`config.mk`:
```
export PLATFORM = sky130hd
export DESIGN_NAME = adc_seq_fifo_top
export DESIGN_NICKNAME = d
export VERILOG_FILES = /design/src/rtl/adc_pkg.sv /design/src/rtl/adc_fifo.sv /design/src/rtl/adc_noise_chain.sv /design/src/rtl/adc_seq_fifo_top.sv
export SDC_FILE = /design/constraint.sdc
export NUM_CORES = 2
export LEC_CHECK = 0
export ABC_AREA = 1
export BUFFER_PORTS_ARGS = -buffer_cell sky130_fd_sc_hd__buf_2
export CAP_MARGIN = 15
export CORE_MARGIN = 1.5
export CORE_UTILIZATION = 38
export DETAILED_ROUTE_END_ITERATION = 10
export GPL_TIMING_DRIVEN = 0
export HOLD_SLACK_MARGIN = 0.03
export PLACE_DENSITY = 0.58
export REMOVE_ABC_BUFFERS = 1
export SLEW_MARGIN = 20
export SYNTH_ARGS = -nofsm -noshare
export SYNTH_HDL_FRONTEND = slang
export SYNTH_SLANG_ARGS = --single-unit
```
`constraint.sdc`:
```
create_clock -name clk -period 15.6 [get_ports clk]
set_clock_uncertainty 0.15 [all_clocks]
set_input_delay 1.56 -clock clk [delete_from_list [all_inputs] [get_ports clk]]
set_output_delay 1.56 -clock clk [all_outputs]
set_load 0.1 [all_outputs]
```
`src/rtl/adc_pkg.sv`:
```
package adc_pkg;
    localparam int N_SEQ_DEF    = 4;
    localparam int DEPTH_DEF    = 16;
    localparam int SAMPLE_W_DEF = 10;

    localparam logic [3:0]  EVT_TIMER   = 4'd5;
    localparam logic [31:0] LCG_MUL     = 32'd314159;
    localparam logic [31:0] LCG_INC     = 32'd1;
    localparam int          SAMPLE_BASE = 'h200;
    localparam int          NOISE_LSB   = 16;
    localparam logic [31:0] MUX_KEEP    = 32'h3333_3333;

    localparam int A_ENABLE = 'h00;
    localparam int A_RAW    = 'h04;
    localparam int A_MASK   = 'h08;
    localparam int A_CLEAR  = 'h0C;
    localparam int A_EMUX   = 'h14;

    localparam int SEQ_BASE   = 'h40;
    localparam int SEQ_STRIDE = 'h20;
    localparam int OFF_MUX    = 'h00;
    localparam int OFF_CTL    = 'h04;
    localparam int OFF_POP    = 'h08;
    localparam int OFF_STAT   = 'h0C;

    localparam int ST_WR_LSB    = 4;
    localparam int ST_EMPTY_BIT = 8;
    localparam int ST_FULL_BIT  = 12;
endpackage

```
`src/rtl/adc_fifo.sv`:
```
module adc_fifo
    import adc_pkg::*;
#(
    parameter int DEPTH    = DEPTH_DEF,
    parameter int SAMPLE_W = SAMPLE_W_DEF
) (
    input  logic                clk,
    input  logic                rst_n,
    input  logic                push,
    input  logic                pop,
    input  logic [SAMPLE_W-1:0] push_data,
    output logic [SAMPLE_W-1:0] head_data,
    output logic [31:0]         status
);
    localparam int PTR_W = $clog2(DEPTH);

    typedef struct packed {
        logic [PTR_W-1:0] rd;
        logic [PTR_W-1:0] wr;
        logic             empty;
        logic             full;
    } fifo_st_t;

    fifo_st_t            s_d, s_q;
    logic [SAMPLE_W-1:0] mem_d [DEPTH];
    logic [SAMPLE_W-1:0] mem_q [DEPTH];

    always_comb begin
        s_d   = s_q;
        mem_d = mem_q;
        // pop first, then push
        if (pop && !s_q.empty) begin
            s_d.rd    = s_q.rd + PTR_W'(1);
            s_d.full  = 1'b0;
            s_d.empty = (s_d.rd == s_q.wr);
        end
        if (push && !s_d.full) begin
            mem_d[s_q.wr] = push_data;
            s_d.wr        = s_q.wr + PTR_W'(1);
            s_d.empty     = 1'b0;
            s_d.full      = (s_d.wr == s_d.rd);
        end
    end

    always_ff @(posedge clk) begin
        if (!rst_n) begin
            s_q <= '{rd: '0, wr: '0, empty: 1'b1, full: 1'b0};
            for (int i = 0; i < DEPTH; i++) mem_q[i] <= '0;
        end else begin
            s_q   <= s_d;
            mem_q <= mem_d;
        end
    end

    assign head_data = mem_q[s_q.rd];

    always_comb begin
        status                       = '0;
        status[PTR_W-1:0]            = s_q.rd;
        status[ST_WR_LSB +: PTR_W]   = s_q.wr;
        status[ST_EMPTY_BIT]         = s_q.empty;
        status[ST_FULL_BIT]          = s_q.full;
    end
endmodule

```
`src/rtl/adc_noise_chain.sv`:
```
module adc_noise_chain
    import adc_pkg::*;
#(
    parameter int NSEQ     = N_SEQ_DEF,
    parameter int SAMPLE_W = SAMPLE_W_DEF
) (
    input  logic [31:0]                    seed,
    input  logic [NSEQ-1:0]                take,
    output logic [31:0]                    state_out,
    output logic [NSEQ-1:0][SAMPLE_W-1:0]  sample
);
    logic [31:0] cur;
    logic [31:0] nxt;

    always_comb begin
        cur = seed;
        nxt = '0;
        for (int n = 0; n < NSEQ; n++) begin
            nxt       = cur * LCG_MUL + LCG_INC;
            sample[n] = SAMPLE_W'(SAMPLE_BASE) + SAMPLE_W'(nxt[NOISE_LSB +: 3]);
            if (take[n]) cur = nxt;
        end
        state_out = cur;
    end
endmodule

```
`src/rtl/adc_seq_fifo_top.sv`:
```
module adc_seq_fifo_top
    import adc_pkg::*;
#(
    parameter int NSEQ     = N_SEQ_DEF,
    parameter int DEPTH    = DEPTH_DEF,
    parameter int SAMPLE_W = SAMPLE_W_DEF,
    parameter int ADDR_W   = 8
) (
    input  logic              clk,
    input  logic              rst_n,
    input  logic              wr_en,
    input  logic              rd_en,
    input  logic [ADDR_W-1:0] addr,
    input  logic [31:0]       wdata,
    output logic [31:0]       rdata,
    input  logic              trig_i,
    output logic [NSEQ-1:0]   irq_o
);
    localparam int EMUX_W = 4 * NSEQ;

    typedef struct packed {
        logic [NSEQ-1:0]        enable;
        logic [NSEQ-1:0]        raw;
        logic [NSEQ-1:0]        mask;
        logic [EMUX_W-1:0]      emux;
        logic [31:0]            noise;
        logic [NSEQ-1:0][31:0]  smux;
        logic [NSEQ-1:0][31:0]  sctl;
    } regs_t;

    regs_t                        r_d, r_q;
    logic [NSEQ-1:0]              take, pop, clr;
    logic [NSEQ-1:0][31:0]        seq_status;
    logic [NSEQ-1:0][SAMPLE_W-1:0] head, sample;
    logic [31:0]                  noise_next;

    function automatic logic [ADDR_W-1:0] seq_addr(input int n, input int off);
        return ADDR_W'(SEQ_BASE + n * SEQ_STRIDE + off);
    endfunction

    function automatic logic [ADDR_W-1:0] glb_addr(input int a);
        return ADDR_W'(a);
    endfunction

    always_comb begin
        for (int n = 0; n < NSEQ; n++) begin
            take[n] = trig_i && r_q.enable[n] && (r_q.emux[4*n +: 4] == EVT_TIMER);
            pop[n]  = rd_en && (addr == seq_addr(n, OFF_POP));
        end
        clr = (wr_en && addr == glb_addr(A_CLEAR)) ? wdata[NSEQ-1:0] : '0;
    end

    adc_noise_chain #(.NSEQ(NSEQ), .SAMPLE_W(SAMPLE_W)) noise_i (
        .seed      (r_q.noise),
        .take      (take),
        .state_out (noise_next),
        .sample    (sample)
    );

    for (genvar g = 0; g < NSEQ; g++) begin : g_seq
        adc_fifo #(.DEPTH(DEPTH), .SAMPLE_W(SAMPLE_W)) fifo_i (
            .clk       (clk),
            .rst_n     (rst_n),
            .push      (take[g]),
            .pop       (pop[g]),
            .push_data (sample[g]),
            .head_data (head[g]),
            .status    (seq_status[g])
        );
    end

    always_comb begin
        r_d       = r_q;
        r_d.noise = noise_next;
        if (wr_en) begin
            if (addr == glb_addr(A_ENABLE)) r_d.enable = wdata[NSEQ-1:0];
            if (addr == glb_addr(A_MASK))   r_d.mask   = wdata[NSEQ-1:0];
            if (addr == glb_addr(A_EMUX))   r_d.emux   = wdata[EMUX_W-1:0];
            for (int n = 0; n < NSEQ; n++) begin
                if (addr == seq_addr(n, OFF_MUX)) r_d.smux[n] = wdata & MUX_KEEP;
                if (addr == seq_addr(n, OFF_CTL)) r_d.sctl[n] = wdata;
            end
        end
        r_d.raw = (r_q.raw & ~clr) | take;
    end

    always_ff @(posedge clk) begin
        if (!rst_n) r_q <= '0;
        else        r_q <= r_d;
    end

    assign irq_o = r_q.raw & r_q.mask;

    always_comb begin
        rdata = '0;
        if (addr == glb_addr(A_ENABLE)) rdata = 32'(r_q.enable);
        if (addr == glb_addr(A_RAW))    rdata = 32'(r_q.raw);
        if (addr == glb_addr(A_MASK))   rdata = 32'(r_q.mask);
        if (addr == glb_addr(A_CLEAR))  rdata = 32'(r_q.raw & r_q.mask);
        if (addr == glb_addr(A_EMUX))   rdata = 32'(r_q.emux);
        for (int n = 0; n < NSEQ; n++) begin
            if (addr == seq_addr(n, OFF_MUX))  rdata = r_q.smux[n];
            if (addr == seq_addr(n, OFF_CTL))  rdata = r_q.sctl[n];
            if (addr == seq_addr(n, OFF_POP))  rdata = 32'(head[n]);
            if (addr == seq_addr(n, OFF_STAT)) rdata = seq_status[n];
        end
    end
endmodule

```
==> results.yml <==
outcome:
  status: "finished, violations left"
  violations: "setup timing"
logic_synthesis:
  synth.distinct_cells: 65
  ys_top_cells_by_area: "dfxtp_1 (28%), fa_1 (13%), ha_1 (11%)"
  synthCells: 4853
  async_flop_share_pct: 0
  ys_dominant_reg_cell: "dfxtp_1"
  synth_top_cell_area_share_pct: 28.0
  yosysWarnings: 0
  yosys-top-cells-count: "inv_1 (895), a21oi_1 (543), dfxtp_1 (535)"
  syn_area_per_cell_sq_um: 7.89
  yosys_register_bits: 535
  synth_edf_count: 0
  yosysTopAreaCell: "dfxtp_1"
  seq_area_frac_synth_pct: 28.0
  synth_most_common_cell: "inv_1"
  netlist_area_sq_um: 38300
routing:
  met1_length_um: 51300
  dr_wl_met2_um: 50800
  num_vias: 32600
  ant_nets: 0
  wire_per_inst_um: 17.4
  drc_errors: 0
  firstDrtPassIters: 5
  initialDrtViolationCount: 2304
  top_layer_used: "met4"
  routed-wl-met3_um: 4720
  viasPerCell: 5.17
  wirelength_um: 109000
clocking:
  cts_buffers: 55
  path_clk_slew_ns: 0.06
  hold_buffers: 0
  clock_sinks: 535
  clock_latency_ns: 0.61
  cts-root-buf: "clkbuf_16"
  cts.htree.levels: 2
  cts_buffer_depth: 3
  tritoncts: "yes"
place:
  portBuffers: 80
  pre_cts_ws_ns: -3.62
  dp_hpwl_um: 76700
  placed_cell_area_sq_um: 40100
  gp_congestion: 0.847
  dp.cells: 6056
sta:
  slew_violations: 0
  setup_violations: 54
  setup_ws_ns: -1.16
  post-route-period-util_pct: 107
  rsz0062_at_grt: "true"
  worst_pin_slew_ns: 1.15
  period_minus_slack_ns: 16.76
  max_freq_mhz: 59.7
  slew_headroom_pct: 23.1
  hold_violations: 0
  fin_hold_ws_ns: 0.295
global_routing:
  grt_max_degree: 131
  track_usage_pct: 21.0
  grt_pass1_wl_um: 174000
  overflow: 0
  grt_pass1_vias: 31700
  antenna_found_initial: 2
setup_path:
  crit_top_cell: "inv_2"
  cp_top_family: "adder cells"
  slowest_stage: "fa_1"
  cp_max_fo: 7
  cp.depth: 77
  cp-end-kind: "flip-flop"
  startpoint: "r_q[261]$_SDFF_PN0_"
  cp_slowest_stage_delay_ns: 0.59
  required_ns: 15.93
  crit_type: "reg -> reg"
  cp-start-kind: "flip-flop"
  timing.reg2reg.setup_slack_ns: -1.16
  cp-endpoint: "g_seq[3].fifo_i.mem_q[142]$_SDFFE_PN0P_"
  r2r_cells: 77
  worst-path-buf-inv: 24
  worstReg2RegEnd: "g_seq[3].fifo_i.mem_q[142]$_SDFFE_PN0P_"
  arrival_ns: 17.09
  rr_startpoint: "r_q[261]$_SDFF_PN0_"
layout:
  syn_to_final_growth_pct: 17.1
  drive_above_1_share_pct: 15.3
  nets: 5598
  design_area_sq_um: 44800
  fin_cells: 6301
power:
  ir_worst_vdd_mv: 0.0831
  p_per_area_nw_per_um2: 61.1
  total_power_mw: 2.74
  leakagePower_nw: 20.0
floorplan:
  core_area_sq_um: 100000
  dieArea_sq_um: 103000
  io_pins: 81
  die_x_um: 320
  initial_core_util_pct: 38.3
  die_y_um: 320
  rows: 116
worst_hold_path:
  min_path_type: "reg -> reg"
run:
  cap_violations: 0
==> worst min path at each step <==
stage	startpoint	to	cells after the start	slack, ns
final	r_q[114]$_SDFFE_PN0P_	r_q[114]$_SDFFE_PN0P_	2	0.29
after global routing	r_q[126]$_SDFFE_PN0P_	r_q[126]$_SDFFE_PN0P_	2	0.31
after CTS	r_q[34]$_SDFFE_PN0P_	r_q[34]$_SDFFE_PN0P_	2	0.30
after detailed placement	r_q[114]$_SDFFE_PN0P_	r_q[114]$_SDFFE_PN0P_	2	0.29
after global placement	r_q[118]$_SDFFE_PN0P_	r_q[118]$_SDFFE_PN0P_	2	0.28
after floorplan	r_q[114]$_SDFFE_PN0P_	r_q[114]$_SDFFE_PN0P_	2	0.27
==> layer usage <==
metal | track usage [%] | vias to the layer above
li1 | - | 16100
met3 | 1.95 | 150
met5 | 0 | -
met4 | 5.60 | 0
met2 | 34.2 | 694
met1 | 29.8 | 15600
==> where the power goes <==
part / total, mW / switching, mW / internal [mW]
Combinational: 0.0686 / 0.0532 / 0.0155
Sequential: 1.37 / 0.000393 / 1.36
Clock: 1.30 / 0.579 / 0.724
Total: 2.74 / 0.633 / 2.10
==> layout by cell type (no fill, tap or decap), types with 50 or more instances in the layout <==
cell / n
a21oi_1: 496
buf_2: 78
buf_4: 135
clkbuf_16: 55
dfxtp_1: 518
fa_1: 249
ha_1: 292
ha_4: 50
inv_1: 815
inv_2: 75
nand2_1: 459
nand3_1: 169
nor2_1: 247
o211ai_1: 57
o21a_1: 55
o21ai_0: 478
xnor2_1: 53
xor2_1: 72
==> area by class of cell <==
cell class | instances | area [sq um]
antenna | 2 | 5.00
clock buffer | 75 | 1530
clock inverter | 26 | 219
fill | 9767 | 55200
inverter | 916 | 3510
multi-input combinational | 3197 | 25100
sequential | 535 | 10800
tap | 1298 | 1620
timing repair buffer | 251 | 2080
timing repair inverter | 1 | 16.3
==> registers in the layout (all words and copies together) (netlist names) <==
register and cells:
r_q 239, g_seq.fifo_i.status 40, g_seq.fifo_i.mem_q 256
==> cell families (layout without fill, tap and decap cells) <==
group / after synthesis / count (layout) / synth area share, %
buffers and inverters: 1121 / 1269 / 11.1
adders and majority gates: 596 / 596 / 24.4
AOI/OAI and AO/OA: 1392 / 1392 / 20.8
DFF: 535 / 535 / 28.0
and+or+nand+nor: 1064 / 1064 / 12.2
other: 0 / 2 / 0
xor gates and xnor gates: 145 / 145 / 3.47
==> per-stage QoR <==
| stage | util, % | TNS (ns) |
|---|---|---|
| 6_report | 44.8 | -38.94 |
| 5_1_grt | 44.8 | -70.24 |
| 4_1_cts | 44.0 | -34.43 |
| 3_5_place_dp | 40.1 | -172.00 |
| 3_3_place_gp | 39.5 | -491.44 |
| 2_1_floorplan | - | -54.70 |
==> tightest hold or removal path, delay by kind of cell, from the launching register on <==
family	cells	cell delay, ns
AOI/OAI and AO/OA	1	0.05
buffers and inverters	1	0.05
DFF	1	0.30
==> timing repair <==
item | CTS | global route
gates resized for setup | 298 | 137
buffers inserted | 113 | 28
cloned | 2 | 0
endpoints found under the setup margin | 58 | 57
pin swaps | 107 | 112
No activity file was read; power rests on OpenSTA's default activity.
